--- src/rtl/spr_pkg.sv ---
package spr_pkg;
  typedef enum logic [1:0] {
    REG_ORIG   = 2'd0,
    REG_FINE   = 2'd1,
    REG_COARSE = 2'd2
  } region_e;

  typedef enum logic [1:0] {
    INS_ROW     = 2'd0,
    INS_PROMOTE = 2'd1,
    INS_COVERED = 2'd2,
    INS_REFUSED = 2'd3
  } ins_res_e;
endpackage

--- src/rtl/spr_row_table.sv ---
module spr_row_table #(
  parameter int DIE_W   = 3,
  parameter int BANK_W  = 3,
  parameter int ROW_W   = 16,
  parameter int ENTRIES = 16,
  localparam int IDX_W  = (ENTRIES > 1) ? $clog2(ENTRIES) : 1,
  localparam int CNT_W  = $clog2(ENTRIES + 1)
) (
  input  logic              clk,
  input  logic              rst_n,
  input  logic [DIE_W-1:0]  q_die,
  input  logic [BANK_W-1:0] q_bank,
  input  logic [ROW_W-1:0]  q_row,
  output logic              q_hit,
  output logic [IDX_W-1:0]  q_spare,
  input  logic [DIE_W-1:0]  m_die,
  input  logic [BANK_W-1:0] m_bank,
  input  logic [ROW_W-1:0]  m_row,
  output logic              m_row_hit,
  output logic [CNT_W-1:0]  m_bank_cnt,
  input  logic              wr_en,
  input  logic [IDX_W-1:0]  wr_idx,
  input  logic              inv_en
);
  logic [ENTRIES-1:0] vld_q;
  logic [DIE_W-1:0]   die_q   [ENTRIES];
  logic [BANK_W-1:0]  bank_q  [ENTRIES];
  logic [ROW_W-1:0]   row_q   [ENTRIES];
  logic [IDX_W-1:0]   spare_q [ENTRIES];
  logic [IDX_W-1:0]   q_idx;

  always_comb begin
    q_hit      = 1'b0;
    q_idx      = '0;
    m_row_hit  = 1'b0;
    m_bank_cnt = '0;
    for (int i = 0; i < ENTRIES; i++) begin
      if (vld_q[i] && die_q[i] == q_die && bank_q[i] == q_bank && row_q[i] == q_row) begin
        q_hit = 1'b1;
        q_idx = IDX_W'(i);
      end
      if (vld_q[i] && die_q[i] == m_die && bank_q[i] == m_bank) begin
        m_bank_cnt = m_bank_cnt + CNT_W'(1);
        if (row_q[i] == m_row) m_row_hit = 1'b1;
      end
    end
  end

  assign q_spare = spare_q[q_idx];

  always_ff @(posedge clk) begin
    if (!rst_n) begin
      vld_q <= '0;
    end else begin
      for (int i = 0; i < ENTRIES; i++) begin
        if (inv_en && die_q[i] == m_die && bank_q[i] == m_bank) vld_q[i] <= 1'b0;
      end
      if (wr_en) vld_q[wr_idx] <= 1'b1;
    end
  end

  always_ff @(posedge clk) begin
    if (wr_en) begin
      die_q[wr_idx]   <= m_die;
      bank_q[wr_idx]  <= m_bank;
      row_q[wr_idx]   <= m_row;
      spare_q[wr_idx] <= wr_idx;
    end
  end
endmodule

--- src/rtl/spr_bank_table.sv ---
module spr_bank_table #(
  parameter int DIE_W  = 3,
  parameter int BANK_W = 3,
  parameter int SLOTS  = 2,
  localparam int SLOT_W = (SLOTS > 1) ? $clog2(SLOTS) : 1
) (
  input  logic              clk,
  input  logic              rst_n,
  input  logic [DIE_W-1:0]  q_die,
  input  logic [BANK_W-1:0] q_bank,
  output logic              q_hit,
  output logic [SLOT_W-1:0] q_idx,
  input  logic [DIE_W-1:0]  m_die,
  input  logic [BANK_W-1:0] m_bank,
  output logic              m_hit,
  output logic              free_any,
  input  logic              wr_en
);
  logic [SLOTS-1:0]  vld_q;
  logic [DIE_W-1:0]  die_q  [SLOTS];
  logic [BANK_W-1:0] bank_q [SLOTS];
  logic [SLOT_W-1:0] free_idx;

  always_comb begin
    q_hit    = 1'b0;
    q_idx    = '0;
    m_hit    = 1'b0;
    free_any = 1'b0;
    free_idx = '0;
    for (int i = SLOTS - 1; i >= 0; i--) begin
      if (vld_q[i] && die_q[i] == q_die && bank_q[i] == q_bank) begin
        q_hit = 1'b1;
        q_idx = SLOT_W'(i);
      end
      if (vld_q[i] && die_q[i] == m_die && bank_q[i] == m_bank) m_hit = 1'b1;
      if (!vld_q[i]) begin
        free_any = 1'b1;
        free_idx = SLOT_W'(i);
      end
    end
  end

  always_ff @(posedge clk) begin
    if (!rst_n) vld_q <= '0;
    else if (wr_en && free_any) vld_q[free_idx] <= 1'b1;
  end

  always_ff @(posedge clk) begin
    if (wr_en && free_any) begin
      die_q[free_idx]  <= m_die;
      bank_q[free_idx] <= m_bank;
    end
  end
endmodule

--- src/rtl/spr_mgmt_ctrl.sv ---
module spr_mgmt_ctrl
  import spr_pkg::*;
#(
  parameter int ENTRIES = 16,
  parameter int THRESH  = 4,
  localparam int IDX_W  = (ENTRIES > 1) ? $clog2(ENTRIES) : 1,
  localparam int CNT_W  = $clog2(ENTRIES + 1)
) (
  input  logic             clk,
  input  logic             rst_n,
  input  logic             req,
  input  logic             row_hit,
  input  logic             bank_hit,
  input  logic [CNT_W-1:0] bank_cnt,
  input  logic             coarse_free,
  output logic             row_wr,
  output logic [IDX_W-1:0] row_idx,
  output logic             row_inv,
  output logic             bank_wr,
  output logic             ack,
  output logic [1:0]       result,
  output logic             exhausted
);
  logic [CNT_W-1:0] ptr_q;
  logic             ptr_full;
  ins_res_e         res_d;
  ins_res_e         res_q;
  logic             ack_q;
  logic             exh_q;

  assign ptr_full = (ptr_q == CNT_W'(ENTRIES));
  assign row_idx  = ptr_q[IDX_W-1:0];

  always_comb begin
    res_d   = INS_REFUSED;
    row_wr  = 1'b0;
    row_inv = 1'b0;
    bank_wr = 1'b0;
    if (bank_hit || row_hit) begin
      res_d = INS_COVERED;
    end else if (bank_cnt >= CNT_W'(THRESH) && coarse_free) begin
      res_d   = INS_PROMOTE;
      row_inv = req;
      bank_wr = req;
    end else if (!ptr_full) begin
      res_d  = INS_ROW;
      row_wr = req;
    end
  end

  always_ff @(posedge clk) begin
    if (!rst_n) begin
      ptr_q <= '0;
      ack_q <= 1'b0;
      res_q <= INS_ROW;
      exh_q <= 1'b0;
    end else begin
      ack_q <= req;
      if (req) res_q <= res_d;
      if (row_wr) ptr_q <= ptr_q + CNT_W'(1);
      if (req && res_d == INS_REFUSED) exh_q <= 1'b1;
    end
  end

  assign ack       = ack_q;
  assign result    = res_q;
  assign exhausted = exh_q;
endmodule

--- src/rtl/spr_pipe_reg.sv ---
module spr_pipe_reg #(
  parameter int PW = 8
) (
  input  logic          clk,
  input  logic          rst_n,
  input  logic          in_valid,
  output logic          in_ready,
  input  logic [PW-1:0] in_data,
  output logic          out_valid,
  input  logic          out_ready,
  output logic [PW-1:0] out_data
);
  logic          vld_q;
  logic [PW-1:0] dat_q;

  assign in_ready = !vld_q || out_ready;

  always_ff @(posedge clk) begin
    if (!rst_n) vld_q <= 1'b0;
    else if (in_ready) vld_q <= in_valid;
  end

  always_ff @(posedge clk) begin
    if (in_valid && in_ready) dat_q <= in_data;
  end

  assign out_valid = vld_q;
  assign out_data  = dat_q;
endmodule

--- src/rtl/spr_redirector.sv ---
module spr_redirector
  import spr_pkg::*;
#(
  parameter int DIE_W        = 3,
  parameter int BANK_W       = 3,
  parameter int ROW_W        = 16,
  parameter int FINE_ROWS    = 16,
  parameter int COARSE_BANKS = 2,
  parameter int THRESH       = 4
) (
  input  logic              clk,
  input  logic              rst_n,
  input  logic              lk_valid,
  output logic              lk_ready,
  input  logic [DIE_W-1:0]  lk_die,
  input  logic [BANK_W-1:0] lk_bank,
  input  logic [ROW_W-1:0]  lk_row,
  output logic              rs_valid,
  input  logic              rs_ready,
  output logic [1:0]        rs_region,
  output logic [DIE_W-1:0]  rs_die,
  output logic [BANK_W-1:0] rs_bank,
  output logic [ROW_W-1:0]  rs_row,
  input  logic              mg_req,
  input  logic [DIE_W-1:0]  mg_die,
  input  logic [BANK_W-1:0] mg_bank,
  input  logic [ROW_W-1:0]  mg_row,
  output logic              mg_ack,
  output logic [1:0]        mg_result,
  output logic              exhausted
);
  localparam int IDX_W  = (FINE_ROWS > 1) ? $clog2(FINE_ROWS) : 1;
  localparam int CNT_W  = $clog2(FINE_ROWS + 1);
  localparam int SLOT_W = (COARSE_BANKS > 1) ? $clog2(COARSE_BANKS) : 1;
  localparam int PW     = 2 + DIE_W + BANK_W + ROW_W;

  logic              rt_hit;
  logic [IDX_W-1:0]  rt_spare;
  logic              rt_mrow_hit;
  logic [CNT_W-1:0]  rt_mcnt;
  logic              bt_hit;
  logic [SLOT_W-1:0] bt_idx;
  logic              bt_mhit;
  logic              bt_free;
  logic              c_row_wr;
  logic [IDX_W-1:0]  c_row_idx;
  logic              c_row_inv;
  logic              c_bank_wr;

  region_e           x_region;
  logic [DIE_W-1:0]  x_die;
  logic [BANK_W-1:0] x_bank;
  logic [ROW_W-1:0]  x_row;
  logic [PW-1:0]     pipe_out;

  spr_row_table #(
    .DIE_W(DIE_W), .BANK_W(BANK_W), .ROW_W(ROW_W), .ENTRIES(FINE_ROWS)
  ) row_tbl_i (
    .clk(clk), .rst_n(rst_n),
    .q_die(lk_die), .q_bank(lk_bank), .q_row(lk_row),
    .q_hit(rt_hit), .q_spare(rt_spare),
    .m_die(mg_die), .m_bank(mg_bank), .m_row(mg_row),
    .m_row_hit(rt_mrow_hit), .m_bank_cnt(rt_mcnt),
    .wr_en(c_row_wr), .wr_idx(c_row_idx), .inv_en(c_row_inv)
  );

  spr_bank_table #(
    .DIE_W(DIE_W), .BANK_W(BANK_W), .SLOTS(COARSE_BANKS)
  ) bank_tbl_i (
    .clk(clk), .rst_n(rst_n),
    .q_die(lk_die), .q_bank(lk_bank),
    .q_hit(bt_hit), .q_idx(bt_idx),
    .m_die(mg_die), .m_bank(mg_bank),
    .m_hit(bt_mhit), .free_any(bt_free),
    .wr_en(c_bank_wr)
  );

  spr_mgmt_ctrl #(
    .ENTRIES(FINE_ROWS), .THRESH(THRESH)
  ) ctrl_i (
    .clk(clk), .rst_n(rst_n), .req(mg_req),
    .row_hit(rt_mrow_hit), .bank_hit(bt_mhit), .bank_cnt(rt_mcnt),
    .coarse_free(bt_free),
    .row_wr(c_row_wr), .row_idx(c_row_idx), .row_inv(c_row_inv),
    .bank_wr(c_bank_wr),
    .ack(mg_ack), .result(mg_result), .exhausted(exhausted)
  );

  // Bank table first; fine table only when the bank is not replaced.
  always_comb begin
    x_region = REG_ORIG;
    x_die    = lk_die;
    x_bank   = lk_bank;
    x_row    = lk_row;
    if (bt_hit) begin
      x_region = REG_COARSE;
      x_die    = '0;
      x_bank   = BANK_W'(bt_idx);
    end else if (rt_hit) begin
      x_region = REG_FINE;
      x_die    = '0;
      x_bank   = BANK_W'(COARSE_BANKS);
      x_row    = ROW_W'(rt_spare);
    end
  end

  spr_pipe_reg #(.PW(PW)) out_reg_i (
    .clk(clk), .rst_n(rst_n),
    .in_valid(lk_valid), .in_ready(lk_ready),
    .in_data({x_region, x_die, x_bank, x_row}),
    .out_valid(rs_valid), .out_ready(rs_ready),
    .out_data(pipe_out)
  );

  assign {rs_region, rs_die, rs_bank, rs_row} = pipe_out;
endmodule

--- config.mk ---
export PLATFORM = sky130hd
export DESIGN_NAME = spr_redirector
export DESIGN_NICKNAME = d
export VERILOG_FILES = /design/src/rtl/spr_pkg.sv /design/src/rtl/spr_row_table.sv /design/src/rtl/spr_bank_table.sv /design/src/rtl/spr_mgmt_ctrl.sv /design/src/rtl/spr_pipe_reg.sv /design/src/rtl/spr_redirector.sv
export SDC_FILE = /design/constraint.sdc
export NUM_CORES = 1
export LEC_CHECK = 0
export ABC_AREA = 1
export BUFFER_PORTS_ARGS = -buffer_cell sky130_fd_sc_hd__buf_2
export CAP_MARGIN = 20
export CELL_PAD_IN_SITES_DETAIL_PLACEMENT = 2
export CELL_PAD_IN_SITES_GLOBAL_PLACEMENT = 2
export CORE_ASPECT_RATIO = 0.6
export CORE_MARGIN = 3
export CORE_UTILIZATION = 30
export CTS_CLUSTER_SIZE = 16
export DETAILED_ROUTE_END_ITERATION = 8
export GPL_TIMING_DRIVEN = 0
export PLACE_DENSITY_LB_ADDON = 0.12
export SLEW_MARGIN = 20
export SYNTH_ARGS = -nofsm -noshare
export SYNTH_HDL_FRONTEND = slang
export SYNTH_SLANG_ARGS = --single-unit
--- constraint.sdc ---
create_clock -name clk -period 31.4 [get_ports clk]
set_input_delay 6.28 -clock clk [delete_from_list [all_inputs] [get_ports clk]]
set_output_delay 6.28 -clock clk [all_outputs]
set_load 0.005 [all_outputs]
* Word level (Yosys, flattened, before mapping)
Memory sizes are Yosys's and may differ from the RTL's.
Index checks and enable logic that the tools add are counted.
W data, S select, Z words.
** Word-level totals
- Register bits :: 52
- Latch bits :: 0
- Memory bits (writable) :: 428
- Memory bits (read-only) :: 0
- Output and inout bits :: 30
- Memories kept :: 6
** Operators by class
- Add/subtract/negate cells :: 16
- Multipliers :: 0
- Div/mod/pow operators :: 0
- Magnitude comparators :: 5
- Equality and inequality tests :: 106
- Shifts and indexed selects :: 0
- Muxes and demuxes :: 141
- Bitwise gates (word level) :: 2
- Reduce and logical (&&, ||, !) cells :: 130
** Memory list
- row_tbl_i.row_q :: words 16, width 16, rd ports 16, clocked after Yosys merged registers in 0, write ports 1, RTL line spr_row_table.sv:28 : logic [ROW_W-1:0] row_q [ENTRIES];
- row_tbl_i.spare_q :: words 16, width 4, rd ports 1, clocked after Yosys merged registers in 0, write ports 1, RTL line spr_row_table.sv:29 : logic [IDX_W-1:0] spare_q [ENTRIES];
- row_tbl_i.bank_q :: words 16, width 3, rd ports 16, clocked after Yosys merged registers in 0, write ports 1, RTL line spr_row_table.sv:27 : logic [BANK_W-1:0] bank_q [ENTRIES];
- row_tbl_i.die_q :: words 16, width 3, rd ports 16, clocked after Yosys merged registers in 0, write ports 1, RTL line spr_row_table.sv:26 : logic [DIE_W-1:0] die_q [ENTRIES];
- bank_tbl_i.bank_q :: words 2, width 3, rd ports 2, clocked after Yosys merged registers in 0, write ports 1, RTL line spr_bank_table.sv:21 : logic [BANK_W-1:0] bank_q [SLOTS];
- bank_tbl_i.die_q :: words 2, width 3, rd ports 2, clocked after Yosys merged registers in 0, write ports 1, RTL line spr_bank_table.sv:20 : logic [DIE_W-1:0] die_q [SLOTS];
** Operators by type and width (count)
- $eq A16 B16 Y1 :: 32
- $eq A3 B3 Y1 :: 72
- $logic_and A1 B1 Y1 :: 126
- $mux W1 :: 103
- $add A5 B1 Y5 const B :: 15
- $mux W5 :: 15
- $mux W16 :: 3
- $mux W4 :: 8
- $or A16 B16 Y16 :: 1
- $mux W2 :: 6
- $mux W3 :: 4
- $eq A5 B5 Y1 const B :: 1
- $ge A5 B3 Y1 const B :: 1
- $lt A4 B5 Y1 const B :: 1
- $demux W1 S4 :: 1
- $ge A4 B1 Y1 const B :: 1
- $add A1 B1 Y2 const B :: 1
- $eq A2 B2 Y1 const B :: 1
- $logic_or A1 B1 Y1 :: 2
- $lt A1 B2 Y1 const B :: 1
- $or A2 B2 Y2 :: 1
- $reduce_or A2 Y1 :: 1
- $demux W1 S1 :: 1
- $ge A1 B1 Y1 const B :: 1
- $logic_not A1 Y1 :: 1

* Longest topological paths before layout
Gate-level depths: netlist (run 1).
An unclocked memory read counts as a cell.
- Word-level depth :: 45
- Mapped depth :: 62
- Gate-level depth less buffers :: 60

* Cells and area by module
A second synthesis (run 1) with hierarchy kept.
** Second synthesis, totals
- Cell total of the unflattened synthesis :: 2790
- Area, all modules :: 27541.4 um^2
** By module, submodules not included
- spr_row_table :: times used 1, cells an instance 2491, area each 24987.7 um^2, seq. area each 12812.3 um^2
- spr_bank_table :: times used 1, cells an instance 142, area each 937.1 um^2, seq. area each 400.4 um^2
- spr_pipe_reg :: times used 1, cells an instance 31, area each 772.0 um^2, seq. area each 740.7 um^2
- spr_mgmt_ctrl :: times used 1, cells an instance 72, area each 541.8 um^2, seq. area each 180.2 um^2
- spr_redirector :: times used 1, cells an instance 54, area each 302.8 um^2, seq. area each 0.0 um^2

* Least setup slack after synthesis (run 1)
OpenSTA, ideal clock, no wires.
- Path type :: input port to flip-flop
- Start :: input port mg_die[2]
- End :: memory row_tbl_i.bank_q[14][0], enable pin
- Arrival :: 14742 ps
- Setup slack :: 16277 ps
- Stages on the path :: 54
- Path buffers :: 3
- Path through :: buf_6 -> clkbuf_1 -> nor2_1 -> a2111oi_0 -> nand2_1 -> a2111o_1 -> inv_1 -> nand2_1 -> ha_1 -> inv_1 -> o21ai_2 -> nand2_2 -> inv_1 -> ha_1 -> or2_1 -> nand2_1 -> nand2_1 -> nand3_1 -> [18 not listed] -> ha_1 -> or2_2 -> nand2_1 -> o21ai_0 -> o21ai_0 -> ha_1 -> nand2_1 -> nand2_1 -> ha_1 -> nand2_1 -> xnor2_1 -> inv_1 -> nor2_4 -> nand3_4 -> nand2_4 -> buf_12 -> nand4_4 -> inv_1
** Between the ends
- Word-level cells in the longest chain between the ends :: 40
- Elaborated cells between the ends (all ways) :: 125
- Classes of those cells :: add/sub: 15; order compare: 1; eq/ne: 18; mux: 53; reduce/logical: 38
** Ends and longest elaborated chain
- from (decl) :: RTL line spr_redirector.sv:25 : input logic [DIE_W-1:0] mg_die,
- $eq A3 B3 Y1 :: RTL line spr_row_table.sv:42 : if (vld_q[i] && die_q[i] == m_die && bank_q[i] == m_bank) begin
- $logic_and A1 B1 Y1 (2 in series) :: RTL line spr_row_table.sv:42
- $mux W1 :: RTL line spr_row_table.sv:42
- $add A1 B1 Y2 :: RTL line spr_row_table.sv:43 : m_bank_cnt = m_bank_cnt + CNT_W'(1);
- $mux W5 :: RTL line spr_row_table.sv:42
- $add A5 B1 Y5 :: RTL line spr_row_table.sv:43
- $mux W5 :: RTL line spr_row_table.sv:42
- $add A5 B1 Y5 :: RTL line spr_row_table.sv:43
- [23 not listed]
- $add A5 B1 Y5 :: RTL line spr_row_table.sv:43
- $mux W5 :: RTL line spr_row_table.sv:42
- $ge A5 B3 Y1 :: RTL line spr_mgmt_ctrl.sv:41 : end else if (bank_cnt >= CNT_W'(THRESH) && coarse_free) begin
- $logic_and A1 B1 Y1 :: RTL line spr_mgmt_ctrl.sv:41
- $mux W1 :: RTL line spr_mgmt_ctrl.sv:41
- $mux W1 * :: RTL line spr_mgmt_ctrl.sv:39 : if (bank_hit || row_hit) begin
- $mux W1 * :: RTL line spr_row_table.sv:63 : if (wr_en) begin
- $mux W1 (implied by the code) * :: RTL line spr_row_table.sv:65 : bank_q[wr_idx] <= m_bank;
- to (decl) :: RTL line spr_row_table.sv:27
Mark *: on every way between the ends. The rest lies on a longest branch, timed or not.

* Worst setup path in the final report (run 1)
- Start :: input port mg_die[0]
- End :: memory row_tbl_i.bank_q[5][1], enable pin
The elaborated chain is that of the path after synthesis.

==> impl_metrics.ini, run 1 <==
[critical_path]
arrival_ps = 17630
critPathRequiredTime_ps = 31650
cp_slowest_cell = clkbuf_1
critPathCaptureType = flip-flop
crit_top_cell = nand2_1
crit_family = simple AND/OR/NAND/NOR gates
crit_buf_inv = 8
start_kind = input pin
crit_path_max_fanout = 26
slowest_delay_ps = 840
worstSetupPathType = input pin to flip-flop

[power]
power_switching_uw = 485
p_comb_share_pct = 13.2
power_density_mw_per_mm2 = 46.6
p_seq_share_pct = 45.2
ir_drop_mv = 0.0434
p_int_mw = 1.10
switching_share_pct = 30.6
clockPowerShare_pct = 41.6
leakage_nw = 13.1

[clock_network]
cts_hold_buf = 0
cts_buffers = 55
cts_tree = built
worstSkewPairLatency_ps = 690
post-cts-setup-buffers = 0
clk_pin_slew_worst_paths_ps = 70
cts_resized = 0
h-tree-depth = 2
clock_sinks = 480
cts_root_buffer = clkbuf_16
cts_buffer_depth = 3

[global_route]
grt_usage_pct = 34.9
grt_overflow = 0
antenna_found_initial = 24
grt_max_degree = 27
grt_pass1_wl_microns = 249000
grt_pass1_vias = 29600

[floorplanning]
die_h_microns = 251
io_pins = 79
dieArea_sq_mm = 0.104
start_util_pct = 30.3
rows = 89
coreArea_sq_mm = 0.0986
die_x_microns = 414

[layout]
drive_above_1_share_pct = 11.4
area_growth_syn_to_layout_pct = 13.9
final_area_sq_mm = 0.0341
final_nets = 3580

[min_path]
hold_class = flip-flop to flip-flop

[routing]
drcViolationCount = 0
dr.pass1.iters = 6
routed_via_density = 6.03
antenna_left = 0
vias = 29400
first_iter_violations = 4222
wl_microns = 185000
post_drt_wl_per_cell_microns = 37.9

[yosys]
synthesis.area_sq_mm = 0.0299
synth_edf_count = 452
yosysWarnings = 0
synthTopCellsByArea = edfxtp_1 45%, nand2_1 7.6%, xor2_1 6.1%
syn_nets = 3441
synth-seq-cells = 480
ys_seq_area_share_pct = 47.3
synth_cell_type_count = 68
async_flop_share_pct = 0
synthCells = 3371
synth_ff_type = edfxtp_1
yosysTopAreaCell = edfxtp_1
syn_area_per_cell_sq_um = 8.87
yosysTopAreaCellShare_pct = 45.4

[timing]
worst_pin_slew_ps = 1320
rsz0062_at_grt = no
setup_tns_ps = 0
setup_violations = 0
hold_viol_final = 0
fin_crit_sh_pct = 55.3
fin_skew_ps = 68.1
slew_violations = 0
fin_crit_ps = 17370
max-slew-margin-rel_pct = 11.7
fmax_mhz = 57.6

[place]
place.gp.congestion = 0.982
hpwlAfterDp_microns = 137000
dpl_cell_area_sq_mm = 0.0323
io_buffers = 63

[outcome]
status = completed

[flow_run]
maxCapViolCount = 0
## tightest hold or removal path, cell delays in order (launching register included)
cell and delay (ps):
dfxtp_1 310, inv_1 50, a21oi_1 50
## synth_stat cells, types with 11 or more instances
cell / n
nand4_1: 120
a221oi_1: 31
or2_2: 60
a2111oi_0: 21
inv_1: 366
xnor2_1: 132
buf_1: 25
dfxtp_1: 28
nor4_1: 119
edfxtp_1: 452
nor2_1: 269
xor2_1: 208
ha_1: 21
o2111ai_1: 19
o21ai_0: 160
nand2_2: 20
buf_2: 11
nor4b_1: 14
nand3b_1: 19
nand3_1: 143
o211ai_1: 17
nand2_1: 608
clkbuf_1: 110
a21oi_1: 85
nor3_1: 58
o22ai_1: 117
## routing by layer
layer | part of all wire [%] | vias to the layer above | global-route usage (%)
li1 | - | 12100 | -
met2 | 40 | 1624 | 48.7
met5 | 0.0070 | - | 0
met4 | 3.5 | 2 | 11.3
met1 | 45 | 15400 | 51.3
met3 | 11 | 311 | 9.64
## layout make-up
cell class | count | area [sq um]
Clock buffer | 62 | 1400
Fill cell | 11000 | 64500
Inverter | 376 | 1420
Buffer | 157 | 758
Antenna cell | 7 | 17.5
Tap cell | 1319 | 1650
Timing Repair Buffer | 82 | 639
Multi-Input combinational cell | 2358 | 13700
Clock inverter | 37 | 307
Sequential cell | 480 | 14100
## path summary, 6_finish.rpt
path	start	end	slack (ps)	cells after the start
max reg2reg	row_tbl_i.die_q[1][2]	row_tbl_i.bank_q[5][1]	20640	52
min reg2reg	ctrl_i.exhausted	ctrl_i.exhausted	460	2
min	ctrl_i.exhausted	ctrl_i.exhausted	460	2
max	mg_die[0]	row_tbl_i.bank_q[5][1]	14030	53
## power groups by stage
stage / registers (mW) / logic [mW] / clock network, mW
4_1_cts: 0.718 / 0.199 / 0.662
5_1_grt: 0.718 / 0.212 / 0.689
3_5_place_dp: 0.731 / 0.198 / 0
2_1_floorplan: 0.728 / 0.0865 / 0
6_report: 0.717 / 0.209 / 0.660
3_3_place_gp: 0.731 / 0.190 / 0
## placed cells by master, fill, tap and decap left out, drive strengths merged, types with 17 or more instances in the layout
| cell type | n |
|---|---|
| nand2 | 633 |
| edfxtp | 452 |
| inv | 372 |
| nor2 | 278 |
| xor2 | 208 |
| clkbuf | 173 |
| o21ai | 161 |
| nand3 | 151 |
| nand4 | 134 |
| xnor2 | 132 |
| buf | 128 |
| nor4 | 119 |
| o22ai | 117 |
| a21oi | 95 |
| or2 | 61 |
| nor3 | 58 |
| clkinv | 34 |
| a221oi | 31 |
| dfxtp | 28 |
| a2111oi | 21 |
| ha | 21 |
| nand3b | 19 |
| o2111ai | 19 |
| o211ai | 17 |
## through the flow
stage	setup WS, ps	power, mW	util (%)	cells	hold WS, ps
CTS	13860	1.58	34.5	4870	465
global route	13200	1.62	34.6	4872	509
detailed placement	13180	0.929	32.8	4771	455
finish	14030	1.59	34.6	4878	459
global placement	12910	0.921	32.3	4753	453
floorplan	16280	0.814	-	3371	447
## logic make-up after synthesis
kind of cell,share of synthesized area [%]
AO/OA/AOI/OAI,10.5
XOR/XNOR,9.96
adder cells (fa/ha/maj),0.878
buffers and inverters,7.02
flip-flops,47.3
multiplexers,0.0376
AND/OR/NAND/NOR,24.3
## state kept, by name, summed over array words and instances (netlist names)
register             count
bank_tbl_i.bank_q        6
bank_tbl_i.die_q         6
bank_tbl_i.vld_q         2
ctrl_i.ack               1
ctrl_i.exhausted         1
ctrl_i.ptr_q             5
ctrl_i.result            2
out_reg_i.out_data      24
out_reg_i.out_valid      1
row_tbl_i.bank_q        48
row_tbl_i.die_q         48
row_tbl_i.row_q        256
row_tbl_i.spare_q       64
row_tbl_i.vld_q         16
Note: power is estimated with default switching activity, not from simulation.
==> run 2, diff against run 1 <==
--- a/config.mk
+++ b/config.mk
@@ -5,7 +5,7 @@
 export SDC_FILE = /design/constraint.sdc
 export NUM_CORES = 1
 export LEC_CHECK = 0
-export ABC_AREA = 1
+export ABC_AREA = 0
 export BUFFER_PORTS_ARGS = -buffer_cell sky130_fd_sc_hd__buf_2
 export CAP_MARGIN = 20
 export CELL_PAD_IN_SITES_DETAIL_PLACEMENT = 2
==> constraint.sdc (replaced) <==
create_clock -name clk -period 18.1 [get_ports clk]
set_input_delay 3.62 -clock clk [delete_from_list [all_inputs] [get_ports clk]]
set_output_delay 3.62 -clock clk [all_outputs]
set_load 0.005 [all_outputs]
==> impl_metrics.ini, run 2 <==
[outcome]
status = completed

[floorplanning]
die_h_microns = 235
dieArea_sq_mm = 0.0915
io_pins = 79
rows = 83
die_x_microns = 388
coreArea_sq_mm = 0.0862
start_util_pct = 30.5

[place]
placed_cells = 3370
place.gp.congestion = 0.857
pre_cts_slack_ps = 1780
io_buffers = 56
hpwlAfterDp_microns = 85200

[timing]
slew_violations = 0
fin_crit_ps = 15720
setup_violations = 0
final.setup.worst_slack_ps = 2380
fmax_mhz = 63.6
hold_viol_final = 0
fin_crit_sh_pct = 86.9
setup_tns_ps = 0
max-slew-margin-rel_pct = 18.7
whs_ps = 480
fin_skew_ps = 43.1
worst_pin_slew_ps = 1210
rsz0062_at_grt = no

[clock_network]
worstSkewPairLatency_ps = 660
clock_sinks = 480
cts_tree = built
cts_buffer_depth = 3
cts_hold_buf = 0
h-tree-depth = 2
cts_buffers = 52
clk_pin_slew_worst_paths_ps = 60
post-cts-setup-buffers = 0
cts_root_buffer = clkbuf_16
cts_resized = 0

[layout]
area_growth_syn_to_layout_pct = 15.2
fillers = 8911
insertedDiodeCount = 0
register_area_sq_mm = 0.0141
reg_top3 = row_tbl_i.row_q (256), row_tbl_i.spare_q (64)
largest_reg_flops = 256
multi_input_area_sq_mm = 0.0116
final_nets = 2347
drive_above_1_share_pct = 12.4
instances_no_fill = 3465
top_register = row_tbl_i.row_q
final_cell_mix = 452 x edfxtp_1, 444 x xnor2_1, 327 x xor2_1, 111 x nand4_1, 96 x nor4_1
final_common_cell = edfxtp_1

[critical_path]
start_kind = input pin
crit_top_cell = ha_1
crit_buf_inv = 9
arrival_ps = 16080
critPathRequiredTime_ps = 18460
rr_startpoint = row_tbl_i.die_q[1][1]
critPathCaptureType = flip-flop
cp_slowest_cell = nor4_2
worstSetupPathType = input pin to flip-flop
slowest_delay_ps = 760
cp.depth = 49
r2r_cells = 46
reg2reg_slack_ps = 6470
r2r-end = row_tbl_i.row_q[11][4]
crit_family = adder cells
crit_path_max_fanout = 19

[yosys]
yosysWarnings = 0
yosys-top-cells-count = 452 x edfxtp_1, 444 x xnor2_1, 327 x xor2_1
syn_nets = 2189
synth_edf_count = 452
synth-seq-cells = 480
syn_area_per_cell_sq_um = 12.4
ys_seq_area_share_pct = 53.7
yosysTopAreaCell = edfxtp_1
synthesis.area_sq_mm = 0.0263
synthCells = 2119
post-synth-top-count-cell = edfxtp_1
async_flop_share_pct = 0
yosysTopAreaCellShare_pct = 51.5
synth_cell_type_count = 71
synthTopCellsByArea = edfxtp_1 52%, xnor2_1 15%, xor2_1 11%
synth_ff_type = edfxtp_1

[global_route]
grt_pass1_vias = 19400
grt_pass1_wl_microns = 159000
grt_usage_pct = 24.9
grt_overflow = 0
grt_max_degree = 25
antenna_found_initial = 8

[min_path]
holdCritStartpoint = ctrl_i.exhausted
hold_end = ctrl_i.exhausted
min_path_cells = 1
hold_class = flip-flop to flip-flop

[power]
p_seq_share_pct = 48.2
ir_drop_mv = 0.0629
power_mw = 2.57
switching_share_pct = 26.5
clockPowerShare_pct = 42.1
p_int_mw = 1.89
power_switching_uw = 682
power_density_mw_per_mm2 = 84.8
p_comb_share_pct = 9.7
leakage_nw = 9.93

[flow_run]
maxCapViolCount = 0

[routing]
wl_microns = 116000
routed_via_density = 5.37
drcViolationCount = 0
vias = 18600
post_drt_wl_per_cell_microns = 33.3
dr.pass1.iters = 5
first_iter_violations = 2005
antenna_left = 0
-- run 2: changes by cell type in the layout (fill, tap and decap cells not counted), sizes merged, moves of 30 or more --
cell	delta
a21oi	-59
nand3	-104
xnor2	+320
o21ai	-140
inv	-323
a221oi	-30
nand2	-567
xor2	+121
o22ai	-110
or2	-57
nor2	-244
-- run 2: per-stage QoR --
step,util [%],cell area [sq um]
6_report,35.2,30300
4_1_cts,35.2,30300
2_1_floorplan,-,26300
3_3_place_gp,32.5,28000
3_5_place_dp,33.3,28700
5_1_grt,35.2,30300
-- run 2: worst reg2reg max path: cells and delay by family, from the launching register on --
kind	cells	cell delay, ps
AND/OR/NAND/NOR	10	2390
AO/OA/AOI/OAI	11	2250
XOR/XNOR	8	1680
buffers and inverters	6	1180
adder cells (fa/ha/maj)	8	2670
flip-flops	1	420
multiplexers	3	730
-- run 2: cells by family (layout without fill, tap and decap cells) --
family / count (synthesis) / after routing / synth area share [%]
AO/OA/AOI/OAI: 159 / 159 / 4.12
XOR/XNOR: 787 / 787 / 26.9
adder cells (fa/ha/maj): 21 / 21 / 0.998
buffers and inverters: 168 / 367 / 2.64
flip-flops: 480 / 480 / 53.7
multiplexers: 36 / 36 / 1.45
AND/OR/NAND/NOR: 468 / 468 / 10.2
-- run 2: worst max path at each step --
stage              start                      end  slack, ps
3_3_place_gp   mg_die[0]   row_tbl_i.row_q[11][8]      -2120
3_5_place_dp   mg_die[0]   row_tbl_i.row_q[10][7]       1780
4_1_cts        mg_die[0]  row_tbl_i.row_q[10][15]       2470
2_1_floorplan  mg_die[1]  row_tbl_i.bank_q[10][0]       3390
6_report       mg_die[1]   row_tbl_i.row_q[11][4]       2380
5_1_grt        mg_die[1]   row_tbl_i.row_q[10][2]       1530
-- run 2: power by group through the flow --
stage                     combinational, mW  clock (mW)  sequential, mW
after floorplan                       0.126           0            1.26
after global placement                0.240           0            1.26
after detailed placement              0.247           0            1.26
after CTS                             0.249        1.10            1.24
after global routing                  0.262        1.15            1.24
final                                 0.250        1.08            1.24
-- run 2: cell type report --
| cell class | count | share of cell area (%) |
|---|---|---|
| buffer | 121 | 1.85 |
| clock buffer | 63 | 4.46 |
| clock inverter | 32 | 0.924 |
| inverter | 47 | 0.582 |
| multi-input combinational | 1471 | 38.3 |
| sequential | 480 | 46.6 |
| tap | 1147 | 4.73 |
| timing repair buffer | 104 | 2.51 |
-- run 2: per-layer routing --
metal / track usage (%) / up-vias / part of all wire [%]
met1: 39.4 / 9938 / 50
met5: 0 / - / 0
met4: 4.53 / 0 / 1.7
met3: 3.26 / 111 / 6.1
met2: 36.0 / 611 / 42
li1: - / 7931 / -
==> run 3, diff against run 2 <==
--- a/config.mk
+++ b/config.mk
@@ -17,6 +17,7 @@
 export DETAILED_ROUTE_END_ITERATION = 8
 export GPL_TIMING_DRIVEN = 0
 export PLACE_DENSITY_LB_ADDON = 0.12
+export REMOVE_ABC_BUFFERS = 1
 export SLEW_MARGIN = 20
 export SYNTH_ARGS = -nofsm -noshare
 export SYNTH_HDL_FRONTEND = slang
==> impl_metrics.ini, run 3 (same netlist as run 2, synthesis figures left out) <==
[outcome]
status = completed

[routing]
wl_microns = 107000
antenna_left = 0
first_iter_violations = 1623
drcViolationCount = 0
post_drt_wl_per_cell_microns = 31.7
vias = 17800
routed_via_density = 5.28
dr.pass1.iters = 7

[place]
dpl_cell_area_sq_mm = 0.0286
place.gp.congestion = 0.793
placed_cells = 3285
hpwlAfterDp_microns = 67600
io_buffers = 78

[timing]
fin_crit_ps = 15310
slew_violations = 0
fmax_mhz = 65.3
whs_ps = 488
worst_pin_slew_ps = 1350
fin_crit_sh_pct = 84.6
fin_skew_ps = 24.6
setup_violations = 0
max-slew-margin-rel_pct = 9.38
hold_viol_final = 0
rsz0062_at_grt = no

[clock_network]
post-cts-setup-buffers = 0
cts_root_buffer = clkbuf_16
cts_hold_buf = 0
clock_sinks = 480
h-tree-depth = 2
clk_pin_slew_worst_paths_ps = 60
cts_tree = built
cts_buffer_depth = 3
cts_buffers = 53
worstSkewPairLatency_ps = 640
cts_resized = 0

[critical_path]
critPathRequiredTime_ps = 18430
critPathCaptureType = flip-flop
arrival_ps = 15630
start_kind = input pin
cp_slowest_cell = buf_4
slowest_delay_ps = 610
crit_top_cell = ha_1
worstSetupPathType = input pin to flip-flop
crit_path_max_fanout = 36

[power]
leakage_nw = 9.91
power_density_mw_per_mm2 = 84.8
ir_drop_mv = 0.0751

[floorplanning]
io_pins = 79
dieArea_sq_mm = 0.0915
start_util_pct = 30.5
die_x_microns = 388
coreArea_sq_mm = 0.0862
die_h_microns = 235
rows = 83

[global_route]
grt_usage_pct = 23.1
grt_pass1_wl_microns = 149000
grt_overflow = 0
antenna_found_initial = 6
grt_max_degree = 37
grt_pass1_vias = 18900

[layout]
fillers = 8877
instances_no_fill = 3383
reg_top3 = row_tbl_i.row_q (256), row_tbl_i.spare_q (64)
area_growth_syn_to_layout_pct = 15.2
drive_above_1_share_pct = 12.7
largest_reg_flops = 256
final_nets = 2263
final_area_sq_mm = 0.0303
top_register = row_tbl_i.row_q
final_common_cell = edfxtp_1
final_cell_mix = 452 x edfxtp_1, 444 x xnor2_1, 327 x xor2_1, 111 x nand4_1, 96 x nor4_1

[flow_run]
maxCapViolCount = 0

[min_path]
hold_class = flip-flop to flip-flop
==> run 3: changes by cell type in the layout (fill, tap and decap cells not counted), moves of 3 or more <==
cell       change
buf_1          -3
buf_16         +6
buf_2         -19
buf_4         +18
clkbuf_1      -55
clkbuf_16      +3
clkbuf_2      -27
clkbuf_8       +7
clkinv_1      -13
==> run 3: layout make-up <==
cell class | instances | area, sq um | area share (%)
Timing Repair Buffer | 140 | 1220 | 4.01
Antenna cell | 1 | 2.50 | 0.00825
Inverter | 47 | 176 | 0.582
Tap cell | 1147 | 1440 | 4.73
Clock buffer | 83 | 1560 | 5.15
Multi-Input combinational cell | 1471 | 11700 | 38.5
Clock inverter | 14 | 123 | 0.404
Sequential cell | 480 | 14100 | 46.6
==> run 3: through the flow <==
step | TNS (ps) | setup WS [ps] | utilization, % | power, mW
2_1_floorplan | 0 | 3700 | - | 1.35
3_3_place_gp | -190680 | -2180 | 32.1 | 1.49
3_5_place_dp | 0 | 2250 | 33.2 | 1.50
4_1_cts | 0 | 2900 | 35.2 | 2.60
5_1_grt | 0 | 2200 | 35.2 | 2.65
6_report | 0 | 2790 | 35.2 | 2.57
==> run 3: critical path: cells and delay by family <==
kind / cells / cell delay, ps
AO/OA/AOI/OAI: 11 / 2040
buffers and inverters: 9 / 2080
multiplexers: 3 / 490
adder cells (fa/ha/maj): 8 / 2610
XOR/XNOR: 8 / 1900
AND/OR/NAND/NOR: 10 / 2790
==> run 3: where the power goes <==
group / internal (mW) / switching [mW]
sequential: 1.23 / 0.0102
combinational: 0.0701 / 0.167
clock: 0.618 / 0.478
total: 1.92 / 0.655
==> run 3: path summary, 6_finish.rpt <==
check / depth (start not counted) / startpoint / endpoint / slack (ps)
worst min-delay path: 1 / ctrl_i.exhausted / ctrl_i.exhausted / 490
worst max-delay path: 49 / mg_die[0] / row_tbl_i.row_q[11][5] / 2790
worst min register to register: 1 / ctrl_i.exhausted / ctrl_i.exhausted / 490
worst max register to register: 48 / row_tbl_i.die_q[0][0] / row_tbl_i.row_q[11][5] / 5960
==> run 3: layer usage <==
metal	wire [microns]	GRT usage (%)
met1	55000	36.1
met2	44300	33.1
met3	6310	4.11
met5	0	0
met4	1720	4.20
